==> src/rtl/thr_irq_pkg.sv <==
package thr_irq_pkg;
  localparam int unsigned CALC_W = 32;

  // true when the value lies on/below the low bound or strictly above the high bound
  function automatic logic outside_window(input logic [CALC_W-1:0] value,
                                          input logic [CALC_W-1:0] lo_bound,
                                          input logic [CALC_W-1:0] hi_bound);
    return (value <= lo_bound) || (value > hi_bound);
  endfunction

  // persistence rule: zero fires on every sample, otherwise the run must reach it
  function automatic logic persist_reached(input logic [CALC_W-1:0] run_len,
                                           input logic [CALC_W-1:0] setting,
                                           input logic is_miss);
    if (setting == '0) return 1'b1;
    return is_miss && (run_len >= setting);
  endfunction
endpackage

==> src/rtl/thr_irq_thresh_bank.sv <==
module thr_irq_thresh_bank #(
  parameter int unsigned DATA_W = 16
) (
  input  logic                 clk,
  input  logic                 rst_n,
  input  logic [7:0]           wdata,
  input  logic [DATA_W/8-1:0]  byte_we,
  output logic [DATA_W-1:0]    bound
);
  localparam int unsigned NB = DATA_W / 8;

  for (genvar b = 0; b < NB; b++) begin : g_byte
    logic [7:0] byte_q;
    always_ff @(posedge clk or negedge rst_n) begin
      if (!rst_n)          byte_q <= '0;
      else if (byte_we[b]) byte_q <= wdata;
    end
    assign bound[b*8 +: 8] = byte_q;
  end
endmodule

==> src/rtl/thr_irq_window_cmp.sv <==
module thr_irq_window_cmp
  import thr_irq_pkg::*;
#(
  parameter int unsigned DATA_W = 16
) (
  input  logic              sample,
  input  logic [DATA_W-1:0] value,
  input  logic [DATA_W-1:0] lo_bound,
  input  logic [DATA_W-1:0] hi_bound,
  output logic              miss,
  output logic              in_window
);
  logic outside;
  always_comb begin
    outside   = outside_window(CALC_W'(value), CALC_W'(lo_bound), CALC_W'(hi_bound));
    miss      = sample && outside;
    in_window = sample && !outside;
  end
endmodule

==> src/rtl/thr_irq_persist_ctr.sv <==
module thr_irq_persist_ctr
  import thr_irq_pkg::*;
#(
  parameter int unsigned PERSIST_W = 4
) (
  input  logic                 clk,
  input  logic                 rst_n,
  input  logic                 sample,
  input  logic                 miss,
  input  logic [PERSIST_W-1:0] persist,
  output logic [PERSIST_W-1:0] run_cnt,
  output logic                 fire
);
  localparam logic [PERSIST_W-1:0] RUN_MAX = '1;

  logic [PERSIST_W-1:0] run_next;

  always_comb begin
    run_next = run_cnt;
    if (sample) begin
      if (!miss)                run_next = '0;
      else if (run_cnt != RUN_MAX) run_next = run_cnt + 1'b1;
    end
    fire = sample && persist_reached(CALC_W'(run_next), CALC_W'(persist), miss);
  end

  always_ff @(posedge clk or negedge rst_n) begin
    if (!rst_n) run_cnt <= '0;
    else        run_cnt <= run_next;
  end
endmodule

==> src/rtl/thr_irq_latch.sv <==
module thr_irq_latch (
  input  logic clk,
  input  logic rst_n,
  input  logic enable,
  input  logic fire,
  input  logic clear,
  output logic pending
);
  always_ff @(posedge clk or negedge rst_n) begin
    if (!rst_n)       pending <= 1'b0;
    else if (!enable) pending <= 1'b0;
    else if (fire)    pending <= 1'b1;
    else if (clear)   pending <= 1'b0;
  end
endmodule

==> src/rtl/thr_persist_irq.sv <==
module thr_persist_irq #(
  parameter int unsigned DATA_W    = 16,
  parameter int unsigned PERSIST_W = 4
) (
  input  logic                 clk,
  input  logic                 rst_n,
  input  logic                 result_valid,
  input  logic [DATA_W-1:0]    result_data,
  input  logic [7:0]           thr_wdata,
  input  logic [DATA_W/8-1:0]  thr_lo_we,
  input  logic [DATA_W/8-1:0]  thr_hi_we,
  input  logic [PERSIST_W-1:0] persist,
  input  logic                 irq_en,
  input  logic                 irq_clear,
  output logic                 irq_n
);
  logic [DATA_W-1:0]    lo_bound;
  logic [DATA_W-1:0]    hi_bound;
  logic                 miss_evt;
  logic                 in_window;
  logic [PERSIST_W-1:0] run_cnt;
  logic                 fire_evt;
  logic                 pending;

  thr_irq_thresh_bank #(.DATA_W(DATA_W)) u_lo (
    .clk(clk), .rst_n(rst_n), .wdata(thr_wdata), .byte_we(thr_lo_we), .bound(lo_bound));

  thr_irq_thresh_bank #(.DATA_W(DATA_W)) u_hi (
    .clk(clk), .rst_n(rst_n), .wdata(thr_wdata), .byte_we(thr_hi_we), .bound(hi_bound));

  thr_irq_window_cmp #(.DATA_W(DATA_W)) u_cmp (
    .sample(result_valid), .value(result_data), .lo_bound(lo_bound), .hi_bound(hi_bound),
    .miss(miss_evt), .in_window(in_window));

  thr_irq_persist_ctr #(.PERSIST_W(PERSIST_W)) u_run (
    .clk(clk), .rst_n(rst_n), .sample(result_valid), .miss(miss_evt), .persist(persist),
    .run_cnt(run_cnt), .fire(fire_evt));

  thr_irq_latch u_latch (
    .clk(clk), .rst_n(rst_n), .enable(irq_en), .fire(fire_evt), .clear(irq_clear),
    .pending(pending));

  assign irq_n = ~pending;
endmodule

==> config.mk <==
export PLATFORM = sky130hd
export DESIGN_NAME = thr_persist_irq
export DESIGN_NICKNAME = d
export VERILOG_FILES = /design/src/rtl/thr_irq_pkg.sv /design/src/rtl/thr_irq_thresh_bank.sv /design/src/rtl/thr_irq_window_cmp.sv /design/src/rtl/thr_irq_persist_ctr.sv /design/src/rtl/thr_irq_latch.sv /design/src/rtl/thr_persist_irq.sv
export SDC_FILE = /design/constraint.sdc
export NUM_CORES = 1
export LEC_CHECK = 0
export ABC_AREA = 1
export BUFFER_PORTS_ARGS = -buffer_cell sky130_fd_sc_hd__buf_2
export CAP_MARGIN = 20
export CORE_ASPECT_RATIO = 0.5
export CORE_MARGIN = 4
export CORE_UTILIZATION = 51
export CTS_CLUSTER_DIAMETER = 30
export CTS_CLUSTER_SIZE = 28
export DETAILED_ROUTE_END_ITERATION = 7
export GPL_ROUTABILITY_DRIVEN = 0
export GPL_TIMING_DRIVEN = 0
export PLACE_DENSITY = 0.82
export SYNTH_ARGS = -nofsm -noshare
export SYNTH_HDL_FRONTEND = slang
export SYNTH_SLANG_ARGS = --single-unit
==> constraint.sdc <==
create_clock -name clk -period 2.1 [get_ports clk]
set_input_delay 0.21 -clock clk [delete_from_list [all_inputs] [get_ports clk]]
set_output_delay 0.21 -clock clk [all_outputs]
set_load 0.03 [all_outputs]
* Word level (Yosys, flattened, before mapping)
Index checks and enable logic that the tools add are counted.
Widths: inputs -> output; s select.
** Storage, ports and cells
- Bits in registers :: 37
- Input port bits :: 37
- Output and inout port bits :: 1
- Logic and storage cells :: 27
** Cells by class
- Add/subtract/negate cells :: 1
- Order comparisons :: 3
- Eq/ne operators :: 2
- Mux-type cells :: 9
- Bitwise gates (word level) :: 1
- Reductions and logical operators :: 5
** Operators by type and width (count)
- $gt 16x16->1 :: 1
- $le 16x16->1 :: 1
- $mux 4 :: 3
- $mux 1 :: 6
- $add 4x1->4 const B :: 1
- $ge 4x4->1 :: 1
- $logic_not 4->1 :: 1
- $ne 4x4->1 const B :: 1
- $logic_and 1x1->1 :: 3
- $ne 3x1->1 const B :: 1
- $logic_or 1x1->1 :: 1
- $not 1->1 :: 1

* Logic depth before layout (Yosys ltp)
- Depth in word-level cells :: 11
- Mapped depth :: 22

* Hierarchy
From an unflattened synthesis, not the netlist that was laid out.
** Unflattened totals
- Cells, all modules :: 332
- Area total of the unflattened synthesis :: 2499.9 um^2
** Modules (own cells, without submodules)
- thr_irq_thresh_bank :: times used 2, cells an instance 68, area an instance 610.6 um^2
- thr_irq_window_cmp :: times used 1, cells an instance 143, area an instance 887.1 um^2
- thr_irq_persist_ctr :: times used 1, cells an instance 46, area an instance 339.1 um^2
- thr_irq_latch :: times used 1, cells an instance 6, area an instance 48.8 um^2
- thr_persist_irq :: times used 1, cells an instance 1, area an instance 3.8 um^2

* Worst setup path after synthesis
Ideal clock, no wire load.
- Kind :: register to register
- From :: reg u_hi.g_byte[1].byte_q[7]
- To :: reg u_latch.pending
- Library setup time :: 0.123 ns
- Arrival :: 2.087 ns
- Data required time :: 1.977 ns
- Path slack :: -0.110 ns
- Stages on the path, launching flop included :: 17
- Buffers on the path :: 0
- Path through :: dfrtp_1 -> inv_1 -> ha_1 -> nand2_2 -> nor4_4 -> nand3_1 -> nand2_2 -> nand2_2 -> nand2_2 -> inv_2 -> nand2_1 -> nand2_1 -> ha_1 -> a21oi_1 -> nand3_1 -> nand3_1 -> a21oi_2
** Between the ends
- Longest elaborated chain between the ends :: 11
- Elaborated cells between the ends (all ways) :: 12
** RTL lines
- from (decl) :: RTL line thr_irq_thresh_bank.sv:13 : logic [7:0] byte_q;
- from (signal assigned) :: RTL line thr_irq_thresh_bank.sv:16 : else if (byte_we[b]) byte_q <= wdata;
- $gt 16x16->1 * :: RTL line thr_irq_pkg.sv:8 : return (value <= lo_bound) || (value > hi_bound);
- $logic_or 1x1->1 * :: RTL line thr_irq_pkg.sv:8
- $logic_and 1x1->1 * :: RTL line thr_irq_window_cmp.sv:16 : miss = sample && outside;
- $mux 4 * :: RTL line thr_irq_persist_ctr.sv:21 : if (!miss) run_next = '0;
- $mux 4 * :: RTL line thr_irq_persist_ctr.sv:20 : if (sample) begin
- named net u_run.run_next[3] :: RTL line thr_irq_persist_ctr.sv:16 : logic [PERSIST_W-1:0] run_next;
- $ge 4x4->1 * :: RTL line thr_irq_pkg.sv:16 : return is_miss && (run_len >= setting);
- $logic_and 1x1->1 * :: RTL line thr_irq_pkg.sv:16
- $mux 1 * :: RTL line thr_irq_pkg.sv:16
- $logic_and 1x1->1 * :: RTL line thr_irq_persist_ctr.sv:24 : fire = sample && persist_reached(CALC_W'(run_next), CALC_W'(persist), miss);
- $mux 1 :: RTL line thr_irq_latch.sv:12 : else if (fire) pending <= 1'b1;
- $mux 1 :: RTL line thr_irq_latch.sv:11 : else if (!enable) pending <= 1'b0;
- to (signal assigned) :: RTL line thr_irq_latch.sv:11
- to (signal assigned) :: RTL line thr_irq_latch.sv:12
- to (signal assigned) :: RTL line thr_irq_latch.sv:13 : else if (clear) pending <= 1'b0;
- to (decl) :: RTL line thr_irq_latch.sv:7 : output logic pending
The timed path passes the listed nets; every way through them passes the cells marked *.
A chain may end at the register's enable or synchronous reset.

* Worst setup path in the final report
- From :: reg u_hi.g_byte[1].byte_q[4]
- To :: reg u_latch.pending
Same word-level chain as after synthesis.

==> results.json <==
{
  "muxShareOfSynthArea_pct": 1.38,
  "r2r_end": "u_latch.pending",
  "dominant_combinational_cell_family_by_area_after_synthesis": "adder cells",
  "dominantRegCellSynth": "sky130_fd_sc_hd__dfrtp_1",
  "critPathCaptureType": "flip-flop",
  "number_of_global_route_vias_before_repair": 2082,
  "synthXorXnorAreaFrac_pct": 1.12,
  "critical_path.max_fanout": 2,
  "critPathKind": "reg -> reg",
  "worst_setup_path_start_kind": "flip-flop",
  "yosys.area.top_type": "sky130_fd_sc_hd__dfrtp_1",
  "synth.cell_area_um2": 2360,
  "timing.hold.worst.class": "in -> async",
  "routed-via-count": 2035,
  "placement_rows": 17,
  "final.hold.worst_slack_ns": 0.0139,
  "setup_viol": 1,
  "power.static_leakage_nw": 1.51,
  "first_pass_iters": 4,
  "netlist_top_cells_area": "sky130_fd_sc_hd__dfrtp_1 39%, sky130_fd_sc_hd__ha_1 20%, sky130_fd_sc_hd__nand2_1 12%",
  "cts_inserted_buffers": 5,
  "synthAdderAreaFrac_pct": 19.6,
  "post_cts_hold_buffer_count": 0,
  "buffer_ports.inserted": 37,
  "max-slew-margin-rel_pct": 44.5,
  "n_antenna_cell": 0,
  "fin_setup_tns_ns": -0.403,
  "worst_ir_drop_vdd_mv": 0.437,
  "htreeDepth": 2,
  "actual_slew_at_the_worst_max_slew_pin_ns": 0.833,
  "yosys_warnings": 0,
  "core_footprint_um2": 4420,
  "tritoncts_num_sinks": 37,
  "cts_tree": "yes",
  "ys_types": 24,
  "synthesis.nets": 362,
  "grt_util_overall_pct": 19.6,
  "design.final.nets": 409,
  "asyncSetResetFlopFracSynth_pct": 100,
  "synthTopCellsByCount": "74 x sky130_fd_sc_hd__nand2_1, 48 x sky130_fd_sc_hd__inv_1, 37 x sky130_fd_sc_hd__dfrtp_1, 37 x sky130_fd_sc_hd__ha_1, 33 x sky130_fd_sc_hd__o21ai_0",
  "ff2ff_setup_slack_ns": -0.40,
  "synth_top_area_share_pct": 39.3,
  "power_per_cell_area_nw_per_um2": 718,
  "clock-skew-final_ns": 0.0104,
  "crit_required_ns": 2.27,
  "multi_input_comb_area_um2": 1370,
  "synth-compound-area-share_pct": 12.4,
  "dieArea_um2": 5840,
  "initial_antenna_violation_count": 0,
  "cts_root_buf": "sky130_fd_sc_hd__clkbuf_8",
  "synth.most_common_cell": "sky130_fd_sc_hd__nand2_1",
  "run_status": "finished with violations",
  "synth.yosys.seq_area_share_pct": 39.3,
  "route.detailed.wl_per_inst_um": 14.3,
  "r2r_start": "u_hi.g_byte[1].byte_q[4]",
  "post_route_cells_drive_above_1_share_pct": 24.0,
  "areaGrowthSynthToFinish_pct": 20.9,
  "dr.first_iter.drc_count": 132,
  "violations": "setup timing",
  "fmax_mhz": 400,
  "ctsLongestPathBuffers": 2,
  "syn_area_per_cell_um2": 8.18,
  "synth_cells": 288,
  "synth_seq_cells": 37,
  "drtAntennaViolNets": 0,
  "fp.dieW_um": 104,
  "drc_errors": 0,
  "seqCellArea_um2": 926,
  "number_of_enable_type_register_cells_in_the_synthesized_netlist": 0,
  "cap_viol_max_count": 0,
  "die_height_um": 56.1,
  "grt_max_degree": 38,
  "grt_setup_unrepaired": "true",
  "cell_depth_of_the_worst_flop_to_flop_path": 17,
  "layout.cells.non_filler": 391,
  "worst_path_arrival_time_ns": 2.68,
  "filler_cell_count": 352,
  "routed_via_density": 5.20,
  "routed_wirelength_mm": 5.57,
  "global_route.overflow_total": 0,
  "final_min_period_over_clock_period_pct": 119,
  "pin_count": 38,
  "floorplan.initialDensity_pct": 53.3,
  "worstSkewPairLatency_ns": 0.29,
  "post-place-cells": 382,
  "report.power.total_mw": 2.04,
  "sum_of_net_half_perimeters_after_detailed_placement_mm": 4.21,
  "grt_first_pass_wirelength_mm": 9.18,
  "post_synth_and_or_nand_nor_area_fraction_pct": 17.7,
  "clk_pin_slew_worst_paths_ns": 0.07,
  "timing.final.ws_setup_ns": -0.403,
  "utilization_pct": 64.4,
  "final-hold-violation-count": 0,
  "period_needed_ns": 2.50,
  "final_max_slew_viol_count": 0
}
==> worst max-delay path, cell delays in order (launching register included) <==
cell and delay, ns:
sky130_fd_sc_hd__dfrtp_1 0.35, sky130_fd_sc_hd__inv_2 0.05, sky130_fd_sc_hd__ha_4 0.27, sky130_fd_sc_hd__nand2_4 0.06, sky130_fd_sc_hd__nor4_4 0.28, sky130_fd_sc_hd__nand2_1 0.12
sky130_fd_sc_hd__nand2_2 0.09, sky130_fd_sc_hd__nand2_2 0.07, sky130_fd_sc_hd__nand2_2 0.08, sky130_fd_sc_hd__nand2_2 0.06, sky130_fd_sc_hd__o21ai_2 0.16, sky130_fd_sc_hd__ha_1 0.26
sky130_fd_sc_hd__inv_1 0.06, sky130_fd_sc_hd__nor2_1 0.04, sky130_fd_sc_hd__o211ai_1 0.16, sky130_fd_sc_hd__nand3_1 0.12, sky130_fd_sc_hd__nand3_2 0.10, sky130_fd_sc_hd__a21oi_2 0.05
==> repair_timing <==
action	CTS	global route
setup buffers	0	3
gates resized for setup	7	16
pin swaps	4	11
setup endpoints to repair	1	1
hold endpoints to repair	0	0
==> state kept, by name (all words and copies together), names as in the netlist <==
register,cells
u_hi.g_byte.byte_q,16
u_lo.g_byte.byte_q,16
u_run.run_cnt,4
u_latch.pending,1
==> report_power, final <==
| part | total [mW] | switching (mW) | internal [mW] |
|---|---|---|---|
| logic | 0.716 | 0.412 | 0.304 |
| clock network | 0.468 | 0.250 | 0.219 |
| registers | 0.860 | 0.0540 | 0.806 |
| total | 2.04 | 0.716 | 1.33 |
==> cells in the final DEF, fill, tap and decap left out, types with 2 or more instances in the layout <==
cell and instances:
sky130_fd_sc_hd__ha_1 30, sky130_fd_sc_hd__nand2_4 2, sky130_fd_sc_hd__ha_4 7, sky130_fd_sc_hd__nand2_1 69, sky130_fd_sc_hd__a21oi_2 4, sky130_fd_sc_hd__buf_2 37
sky130_fd_sc_hd__mux2_2 2, sky130_fd_sc_hd__dfrtp_1 37, sky130_fd_sc_hd__clkbuf_8 5, sky130_fd_sc_hd__a21oi_1 13, sky130_fd_sc_hd__nor2_1 8, sky130_fd_sc_hd__nor2_2 2
sky130_fd_sc_hd__buf_4 3, sky130_fd_sc_hd__nand2_2 7, sky130_fd_sc_hd__nand3_1 6, sky130_fd_sc_hd__clkbuf_1 4, sky130_fd_sc_hd__nand4_1 2, sky130_fd_sc_hd__xor2_1 2
sky130_fd_sc_hd__inv_2 6, sky130_fd_sc_hd__o21ai_0 32, sky130_fd_sc_hd__inv_1 43
==> layer usage <==
metal / GRT usage (%) / vias to the layer above / share of wire, %
met5: 0 / - / 0
met4: 7.20 / 0 / 1.3
met3: 4.52 / 6 / 4.1
met2: 35.2 / 52 / 51
met1: 23.2 / 958 / 43
li1: - / 1019 / -
==> worst max path at each step <==
stage / from / depth (start not counted) / to
2_1_floorplan: u_hi.g_byte[1].byte_q[1] / 16 / u_latch.pending
3_3_place_gp: u_lo.g_byte[0].byte_q[7] / 18 / u_latch.pending
3_5_place_dp: u_lo.g_byte[1].byte_q[7] / 18 / u_latch.pending
4_1_cts: u_hi.g_byte[1].byte_q[6] / 17 / u_latch.pending
5_1_grt: u_lo.g_byte[1].byte_q[7] / 18 / u_latch.pending
6_report: u_hi.g_byte[1].byte_q[4] / 17 / u_latch.pending
==> area by class of cell <==
class / count / share of cell area (%)
multi-input cells: 198 / 48.1
inverters: 49 / 6.46
well taps: 57 / 2.50
flip-flops and latches: 37 / 32.5
clock inverters: 1 / 0.176
plain buffers: 4 / 0.527
clock buffers: 5 / 2.42
repair buffers: 40 / 7.29
==> stage by stage <==
| step | instance area (µm²) | worst slack, ns |
|---|---|---|
| detailed placement | 2660 | -0.403 |
| floorplan | 2400 | -0.0910 |
| global placement | 2660 | -0.326 |
| finish | 2850 | -0.403 |
| global route | 2850 | -0.583 |
| CTS | 2770 | -0.324 |
==> cell families (layout without fill, tap and decap cells) <==
kind of cell	Yosys count	after routing
and+or+nand+nor	100	100
AOI/OAI and AO/OA	55	55
buffers and inverters	53	99
adders and majority gates	37	37
DFF	37	37
xor gates and xnor gates	3	3
muxes	3	3
(Power assumes the default switching activity.)
